## src/rtl/jl_pkg.sv

```systemverilog
package jl_pkg;

  typedef enum logic [1:0] {
    PH_MAIN_GO  = 2'd0,
    PH_MAIN_AMB = 2'd1,
    PH_SIDE_GO  = 2'd2,
    PH_SIDE_AMB = 2'd3
  } phase_e;

  typedef struct packed {
    logic red;
    logic amber;
    logic green;
  } lamp_t;

  function automatic int unsigned max2(input int unsigned a, input int unsigned b);
    return (a > b) ? a : b;
  endfunction

endpackage

```

## src/rtl/jl_phase_fsm.sv

```systemverilog
module jl_phase_fsm
  import jl_pkg::*;
#(
  parameter int unsigned MAIN_GO_S = 45,
  parameter int unsigned SIDE_GO_S = 25,
  parameter int unsigned AMBER_S   = 5,
  parameter int unsigned CW        = 6
) (
  input  logic          clk,
  input  logic          rst_n,
  input  logic          tick,
  input  logic          main_car,
  input  logic          side_car,
  output phase_e        phase,
  output logic [CW-1:0] elapsed
);

  localparam logic [CW-1:0] MAIN_LAST = CW'(MAIN_GO_S - 1);
  localparam logic [CW-1:0] SIDE_LAST = CW'(SIDE_GO_S - 1);
  localparam logic [CW-1:0] AMB_LAST  = CW'(AMBER_S - 1);

  phase_e        phase_q, phase_d;
  logic [CW-1:0] cnt_q, cnt_d;
  logic          both;

  assign both = main_car & side_car;

  // next-state logic; evaluated only on tick cycles
  always_comb begin
    phase_d = phase_q;
    cnt_d   = cnt_q;
    if (tick) begin
      unique case (phase_q)
        PH_MAIN_GO: begin
          if (both) begin
            if (cnt_q == MAIN_LAST) begin
              phase_d = PH_MAIN_AMB;
              cnt_d   = '0;
            end else begin
              cnt_d = cnt_q + CW'(1);
            end
          end else if (side_car) begin
            phase_d = PH_MAIN_AMB;
            cnt_d   = '0;
          end else begin
            cnt_d = '0;
          end
        end
        PH_MAIN_AMB: begin
          if (cnt_q == AMB_LAST) begin
            phase_d = PH_SIDE_GO;
            cnt_d   = '0;
          end else begin
            cnt_d = cnt_q + CW'(1);
          end
        end
        PH_SIDE_GO: begin
          if (both) begin
            if (cnt_q == SIDE_LAST) begin
              phase_d = PH_SIDE_AMB;
              cnt_d   = '0;
            end else begin
              cnt_d = cnt_q + CW'(1);
            end
          end else if (!side_car) begin
            phase_d = PH_SIDE_AMB;
            cnt_d   = '0;
          end else begin
            cnt_d = '0;
          end
        end
        PH_SIDE_AMB: begin
          if (cnt_q == AMB_LAST) begin
            phase_d = PH_MAIN_GO;
            cnt_d   = '0;
          end else begin
            cnt_d = cnt_q + CW'(1);
          end
        end
        default: begin
          phase_d = PH_MAIN_GO;
          cnt_d   = '0;
        end
      endcase
    end
  end

  always_ff @(posedge clk or negedge rst_n) begin
    if (!rst_n) begin
      phase_q <= PH_MAIN_GO;
      cnt_q   <= '0;
    end else begin
      phase_q <= phase_d;
      cnt_q   <= cnt_d;
    end
  end

  assign phase   = phase_q;
  assign elapsed = cnt_q;

endmodule

```

## src/rtl/jl_countdown.sv

```systemverilog
module jl_countdown
  import jl_pkg::*;
#(
  parameter int unsigned MAIN_GO_S = 45,
  parameter int unsigned SIDE_GO_S = 25,
  parameter int unsigned AMBER_S   = 5,
  parameter int unsigned CW        = 6,
  parameter int unsigned VW        = 6
) (
  input  phase_e        phase,
  input  logic [CW-1:0] elapsed,
  input  logic          main_car,
  input  logic          side_car,
  output logic [VW-1:0] main_left,
  output logic [VW-1:0] side_left
);

  localparam logic [VW-1:0] MAIN_V = VW'(MAIN_GO_S);
  localparam logic [VW-1:0] SIDE_V = VW'(SIDE_GO_S);
  localparam logic [VW-1:0] AMB_V  = VW'(AMBER_S);

  logic [VW-1:0] el_w;
  logic          both;

  assign el_w = VW'(elapsed);
  assign both = main_car & side_car;

  always_comb begin
    main_left = '0;
    side_left = '0;
    unique case (phase)
      PH_MAIN_GO: begin
        if (both) begin
          main_left = MAIN_V - el_w;
          side_left = MAIN_V - el_w + AMB_V;
        end
      end
      PH_SIDE_GO: begin
        if (both) begin
          side_left = SIDE_V - el_w;
          main_left = SIDE_V - el_w + AMB_V;
        end
      end
      PH_MAIN_AMB, PH_SIDE_AMB: begin
        main_left = AMB_V - el_w;
        side_left = AMB_V - el_w;
      end
      default: begin
        main_left = '0;
        side_left = '0;
      end
    endcase
  end

endmodule

```

## src/rtl/jl_bcd_pair.sv

```systemverilog
module jl_bcd_pair #(
  parameter int unsigned VW = 6
) (
  input  logic [VW-1:0] bin,
  output logic [7:0]    bcd
);

  localparam logic [VW-1:0] TEN = VW'(10);

  // two decimal digits; callers keep bin below 100
  assign bcd = {4'(bin / TEN), 4'(bin % TEN)};

endmodule

```

## src/rtl/jl_lamp_decode.sv

```systemverilog
module jl_lamp_decode
  import jl_pkg::*;
(
  input  phase_e phase,
  output lamp_t  main_lamp,
  output lamp_t  side_lamp
);

  always_comb begin
    main_lamp = '{red: 1'b1, amber: 1'b0, green: 1'b0};
    side_lamp = '{red: 1'b1, amber: 1'b0, green: 1'b0};
    unique case (phase)
      PH_MAIN_GO:  main_lamp = '{red: 1'b0, amber: 1'b0, green: 1'b1};
      PH_MAIN_AMB: main_lamp = '{red: 1'b0, amber: 1'b1, green: 1'b0};
      PH_SIDE_GO:  side_lamp = '{red: 1'b0, amber: 1'b0, green: 1'b1};
      PH_SIDE_AMB: side_lamp = '{red: 1'b0, amber: 1'b1, green: 1'b0};
      default: ;
    endcase
  end

endmodule

```

## src/rtl/junction_light_ctrl.sv

```systemverilog
module junction_light_ctrl
  import jl_pkg::*;
#(
  parameter int unsigned MAIN_GO_S = 45,
  parameter int unsigned SIDE_GO_S = 25,
  parameter int unsigned AMBER_S   = 5
) (
  input  logic       clk,
  input  logic       rst_n,
  input  logic       sec_tick,
  input  logic       main_car,
  input  logic       side_car,
  output logic       main_red,
  output logic       main_amber,
  output logic       main_green,
  output logic       side_red,
  output logic       side_amber,
  output logic       side_green,
  output logic [7:0] main_count,
  output logic [7:0] side_count
);

  localparam int unsigned LONG_GO  = max2(MAIN_GO_S, SIDE_GO_S);
  localparam int unsigned MAX_SHOW = LONG_GO + AMBER_S;
  localparam int unsigned CW       = $clog2(max2(LONG_GO, AMBER_S) + 1);
  localparam int unsigned VW       = max2($clog2(MAX_SHOW + 1), CW);
  localparam int unsigned ROADS    = 2;

  // reset: asserted asynchronously, released on the clock
  logic [1:0] rst_pipe;
  logic       rst_n_q;

  always_ff @(posedge clk or negedge rst_n) begin
    if (!rst_n) rst_pipe <= 2'b00;
    else        rst_pipe <= {rst_pipe[0], 1'b1};
  end
  assign rst_n_q = rst_pipe[1];

  phase_e        phase;
  logic [CW-1:0] elapsed;
  lamp_t         main_lamp, side_lamp;
  logic [VW-1:0] left_val [ROADS];
  logic [7:0]    left_bcd [ROADS];

  jl_phase_fsm #(
    .MAIN_GO_S(MAIN_GO_S), .SIDE_GO_S(SIDE_GO_S), .AMBER_S(AMBER_S), .CW(CW)
  ) u_fsm (
    .clk      (clk),
    .rst_n    (rst_n_q),
    .tick     (sec_tick),
    .main_car (main_car),
    .side_car (side_car),
    .phase    (phase),
    .elapsed  (elapsed)
  );

  jl_countdown #(
    .MAIN_GO_S(MAIN_GO_S), .SIDE_GO_S(SIDE_GO_S), .AMBER_S(AMBER_S),
    .CW(CW), .VW(VW)
  ) u_cd (
    .phase     (phase),
    .elapsed   (elapsed),
    .main_car  (main_car),
    .side_car  (side_car),
    .main_left (left_val[0]),
    .side_left (left_val[1])
  );

  for (genvar r = 0; r < ROADS; r++) begin : g_road_bcd
    jl_bcd_pair #(.VW(VW)) u_bcd (
      .bin (left_val[r]),
      .bcd (left_bcd[r])
    );
  end

  jl_lamp_decode u_lamp (
    .phase     (phase),
    .main_lamp (main_lamp),
    .side_lamp (side_lamp)
  );

  assign main_red   = main_lamp.red;
  assign main_amber = main_lamp.amber;
  assign main_green = main_lamp.green;
  assign side_red   = side_lamp.red;
  assign side_amber = side_lamp.amber;
  assign side_green = side_lamp.green;
  assign main_count = left_bcd[0];
  assign side_count = left_bcd[1];

endmodule

```

## config.mk

```make
export PLATFORM = sky130hd
export DESIGN_NAME = junction_light_ctrl
export DESIGN_NICKNAME = d
export VERILOG_FILES = /design/src/rtl/jl_pkg.sv /design/src/rtl/jl_phase_fsm.sv /design/src/rtl/jl_countdown.sv /design/src/rtl/jl_bcd_pair.sv /design/src/rtl/jl_lamp_decode.sv /design/src/rtl/junction_light_ctrl.sv
export SDC_FILE = /design/constraint.sdc
export NUM_CORES = 1
export LEC_CHECK = 0
export BUFFER_PORTS_ARGS = -buffer_cell sky130_fd_sc_hd__buf_2
export CAP_MARGIN = 15
export CORE_MARGIN = 5
export CORE_UTILIZATION = 55
export DETAILED_ROUTE_END_ITERATION = 8
export PLACE_DENSITY = 0.76
export SYNTH_ARGS = -nofsm -noshare
export SYNTH_HDL_FRONTEND = slang
export SYNTH_SLANG_ARGS = --single-unit
```

## constraint.sdc

```tcl
create_clock -name clk -period 4.3 [get_ports clk]
set_input_delay 0.215 -clock clk [delete_from_list [all_inputs] [get_ports clk]]
set_output_delay 0.215 -clock clk [all_outputs]
set_load 0.1 [all_outputs]
```

== Word level (Yosys, flattened, before mapping) ==
Cells that the tools add are included.
Widths: inputs -> output; s select.

* Flip-flop bits (word level): 10
* Input bits: 5
* Output and inout bits: 22
* Word-level logic and storage cells: 52

* Add/subtract/negate cells: 6
* Div/mod/pow operators: 4
* Equality and inequality tests: 12
* Mux-type cells: 23
* Bitwise operators: 1
* Reductions and logical operators: 3

{| class="wikitable"
|+ Operators with widths
! kind !! count
|-
| $mux 6 || 9
|-
| $pmux 6 s3 || 3
|-
| $mux 2 || 8
|-
| $add 6x3->6 const B || 2
|-
| $div 6x4->6 const B || 2
|-
| $mod 6x4->6 const B || 2
|-
| $pmux 3 s2 || 2
|-
| $pmux 2 s4 || 1
|-
| $reduce_and 7->1 || 1
|-
| $add 6x1->6 const B || 1
|-
| $eq 6x3->1 const B || 1
|-
| $eq 6x5->1 const B || 1
|-
| $eq 6x6->1 const B || 1
|-
| $ne 3x2->1 const B || 2
|-
| $ne 3x3->1 const B || 2
|-
| $sub 3x6->6 const A || 1
|-
| $sub 5x6->6 const A || 1
|-
| $sub 6x6->6 const A || 1
|-
| $eq 2x2->1 const B || 2
|-
| $ne 2x2->1 const B || 2
|-
| $eq 2x1->1 const B || 1
|-
| $logic_not 2->1 || 1
|-
| $reduce_or 2->1 || 1
|-
| $and 1x1->1 || 1
|}

== Longest topological paths before layout ==
* Depth after elaboration: 5
* Mapped depth: 21

== Hierarchy ==
From an unflattened synthesis, not the netlist that was laid out.

* Cell total of the unflattened synthesis: 289
* Area, all modules: 2093.3 sq um

{| class="wikitable"
|+ Modules (own cells, without submodules)
! module !! instances !! cells each !! area each (sq um)
|-
| jl_countdown || 1 || 115 || 758.2
|-
| jl_bcd_pair || 2 || 53 || 346.6
|-
| jl_phase_fsm || 1 || 59 || 556.8
|-
| junction_light_ctrl || 1 || 3 || 53.8
|-
| jl_lamp_decode || 1 || 6 || 31.3
|}

== Least setup slack after synthesis ==
No wires, ideal clock.

* Path kind: register to output
* Start point: register u_fsm.phase_q[0], in the netlist u_fsm.phase[0]
* End point: output port main_count[2]
* Data arrival time: 5.456 ns
* Required time: 4.085 ns
* Path slack: -1.371 ns
* Stages on the path, launching flop included: 19
* Path through: dfrtp_1 > inv_1 > ha_1 > buf_2 > nand3_1 > a211oi_1 > nor2_1 > nor2_2 > nor2_1 > nor2_1 > a21oi_1 > ha_1 > o21ai_1 > nor2_1 > a21o_1 > or3_4 > a41oi_4 > ha_1 > a21oi_1

* Longest elaborated chain between the ends: 4
* Elaborated cells between the ends (all ways): 7
* Those cells by class: div (1); eq/ne (3); mux (1); reduce/logical (2)

{| class="wikitable"
|+ Ends and longest elaborated chain
! element !! RTL line !! source
|-
| start: declaration || jl_phase_fsm.sv:22 || <nowiki>phase_e phase_q, phase_d;</nowiki>
|-
| start signal: assignment || jl_phase_fsm.sv:93 || <nowiki>phase_q <= phase_d;</nowiki>
|-
| $eq 2x1->1 or $eq 2x2->1 (tied branches) || jl_countdown.sv:31 || <nowiki>unique case (phase)</nowiki>
|-
| $reduce_or 2->1 (no source line) || -- ||
|-
| $pmux 6 s3 * || jl_countdown.sv:31 ||
|-
| $mod 6x4->6 * || jl_bcd_pair.sv:11 || <nowiki>assign bcd = {4'(bin / TEN), 4'(bin % TEN)};</nowiki>
|-
| end: declaration || junction_light_ctrl.sv:19 || <nowiki>output logic [7:0] main_count,</nowiki>
|}

Every way passes the cells marked *; elsewhere a longest branch is shown, timed or not.

== Final worst setup path ==
* Start point: register u_fsm.cnt_q[1], in the netlist u_fsm.elapsed[1]
* End point: output port main_count[1]

* Longest elaborated chain between the ends: 5
* Elaborated cells between the ends (all ways): 8
* Those cells by class: add/sub (4); div (1); mux (3)

{| class="wikitable"
|+ Ends and longest elaborated chain
! element !! RTL line !! source
|-
| start: declaration || jl_phase_fsm.sv:23 || <nowiki>logic [CW-1:0] cnt_q, cnt_d;</nowiki>
|-
| start signal: assignment || jl_phase_fsm.sv:94 || <nowiki>cnt_q <= cnt_d;</nowiki>
|-
| $sub 5x6->6 || jl_countdown.sv:41 || <nowiki>main_left = SIDE_V - el_w + AMB_V;</nowiki>
|-
| $add 6x3->6 || jl_countdown.sv:41 ||
|-
| $mux 6 || jl_countdown.sv:39 || <nowiki>if (both) begin</nowiki>
|-
| $pmux 6 s3 * || jl_countdown.sv:31 ||
|-
| $mod 6x4->6 * || jl_bcd_pair.sv:11 ||
|}

Marks and branches as above.

==> impl_metrics.tcl <==
set metrics [dict create \
    finalWirelength_mm 5.74 \
    place_congestion 0.950 \
    clk_pin_slew_ns 0.04 \
    final_nets 337 \
    async_flop_share 1.00 \
    slew_violations 0 \
    root_buffer "clkbuf_8" \
    synth_top_area_cell "dfrtp_1" \
    synth_top_area_share 0.119 \
    fin_skew_ns 0.000386 \
    antenna_found_initial 0 \
    synth_edf_count 0 \
    grt_pass1_vias 1921 \
    synth_area_leaders "dfrtp_1 12%, ha_1 9.5%, xnor2_1 4.6%" \
    clock_path_buffers 2 \
    drt_iter0_drc 133 \
    cts-buffers-inserted 3 \
    fmax_mhz 238 \
    clock_latency_ns 0.24 \
    synth_top_flop_cell "dfrtp_1" \
    multi_input_area_um2 1820 \
    fin_crit_ns 4.21 \
    timing_hold_violations_final 0 \
    fp.dieH_um 72.0 \
    synthCells 277 \
    drive_gt1_frac 0.378 \
    drv_cap 0 \
    start_util 0.572 \
    grt_overflow 0 \
    pin_count 27 \
    grt_max_degree 23 \
    wl_per_cell_um 15.8 \
    outcome "finished clean" \
    postRouteAntennaNets 0 \
    dr.pass1.iters 4 \
    worstPathMaxFanout 9 \
    cts_sinks 10 \
    port_buffers 24 \
    fp.coreArea_um2 3690 \
    ff_latch_area_um2 251 \
    vias 2202 \
    rows 22 \
    yosys_warnings 0 \
    die-area_um2 5180 \
    timing.rr.start "u_fsm.phase[1]" \
    rr_worst_depth 7 \
    ys_types 76 \
    relSlewSlack 0.625 \
    drc 0 \
    path_class "reg -> out" \
    finish.utilization 0.728 \
    crit_start "u_fsm.elapsed[1]" \
    synth_common_cells "22 x nand2_1, 22 x nor2_1, 19 x a21oi_1" \
    crit_arrival_ns 3.99 \
    cts_htree_levels 1 \
    routed_via_density 6.07 \
    area_growth_pct 27.1 \
    cts_tree "built" \
    netlist_area_um2 2110 \
    grt_usage 0.213 \
    period_share 0.979 \
    dpl.hpwl_mm 4.31 \
    setup_violations 0 \
    syn_avg_cell_area_um2 7.62 \
    worst_pin_slew_ns 0.562 \
    fin_ws_ns 0.0921 \
    ys_ff_latch 10 \
    finalSetupTns_ns 0 \
    cp-end-kind "output pin" \
    pre_cts_slack_ns 0.139 \
    hold_path.class "reg -> async" \
    cp.required_ns 4.09 \
    n_fill_cell 304 \
    num_antenna_cells 0 \
    ys_seq_area_frac 0.119 \
    startpoint_type "flop" \
    grt_pass1_wl_mm 9.04 \
    die_x_um 72.0 \
]
[per-layer routing]
metal,up-vias,GRT usage,wire [µm]
li1,1085,-,-
met1,1034,0.282,2410
met2,71,0.367,2950
met3,12,0.00970,266
met4,0,0.0793,107
met5,-,0,0
[cells in the final DEF, fill, tap and decap left out, types with 4 or more instances in the layout]
master    synthesis  layout
clkbuf_8          0       4
and3_1            6       4
buf_4             4      27
o21ai_0          12      11
xor2_1            4       4
inv_2             2       5
nand3_1           8       7
dfrtp_1          10       9
inv_1            14      11
xnor2_1          11      10
nor2_1           22      19
ha_4              0       4
nor4_1            4       4
buf_2            10      19
nand2_1          22      22
a21oi_1          19      16
buf_12            0       5
o21ai_1           5       5
ha_1             16       9
a211oi_1          7       7
nor3_1            9       9
a21o_1            5       5
[layout make-up]
cell class	count	area share
clock buffer	4	0.0205
inverter	18	0.0270
multi-input combinational	229	0.677
sequential	10	0.0937
tap	48	0.0224
timing repair buffer	54	0.159
[path summary, 6_finish.rpt]
kind                               endpoint  slack (ns)
max                           main_count[1]        0.09
min                          u_fsm.phase[1]        0.12
max reg2reg                  u_fsm.phase[0]        2.03
min reg2reg                  u_fsm.phase[1]        0.12
max in group asynchronous       rst_pipe[0]        3.91
min in group clk           u_fsm.elapsed[1]        0.31
[flip-flops by register name (all words and copies together) (netlist names)]
| signal | cells |
|---|---|
| u_fsm.elapsed | 6 |
| rst_pipe | 2 |
| u_fsm.phase | 2 |
[cells by family (layout without fill, tap and decap cells)]
logic type | after synthesis | after routing | share of synthesized area
other | 2 | 3 | 0.00356
XOR/XNOR | 16 | 16 | 0.0699
flip-flops | 10 | 10 | 0.119
AO/OA/AOI/OAI | 89 | 89 | 0.329
adder cells (fa/ha/maj) | 18 | 18 | 0.105
AND/OR/NAND/NOR | 99 | 99 | 0.255
multiplexers | 4 | 4 | 0.0196
buffers and inverters | 39 | 76 | 0.0990
[timing repair]
action | in CTS | in global routing
buffers inserted | 0 | 13
hold buffers | 1 | 0
setup endpoints to repair | 2 | 5
hold endpoints to repair | 2 | 0
pin swaps | 0 | 10
resized for setup | 5 | 21
[worst max-delay path: stages, from the launching register on]
cell and delay [ns]:
dfrtp_1 0.42, buf_6 0.17, ha_1 0.20, nor2b_2 0.17, o21a_1 0.20, and3_4 0.18
o31ai_4 0.24, buf_4 0.16, nor2_4 0.04, nor2_2 0.12, a21oi_2 0.08, ha_1 0.18
o21ai_1 0.07, nor2_1 0.05, a21o_1 0.19, or3_4 0.38, a41oi_4 0.20, buf_4 0.16
buf_4 0.10, o21a_1 0.16, mux2i_4 0.09, buf_12 0.17
[stage by stage]
step,std cells,area (µm²),hold slack (ns)
after floorplan,278,2210,-0.0806
after global placement,345,2440,0.000238
after detailed placement,345,2440,0.00295
after CTS,350,2520,0.132
after global routing,363,2680,0.152
final,363,2680,0.123
Power is not shown: default switching activity piles up to over one toggle a cycle in this logic, so the estimate is an artifact.
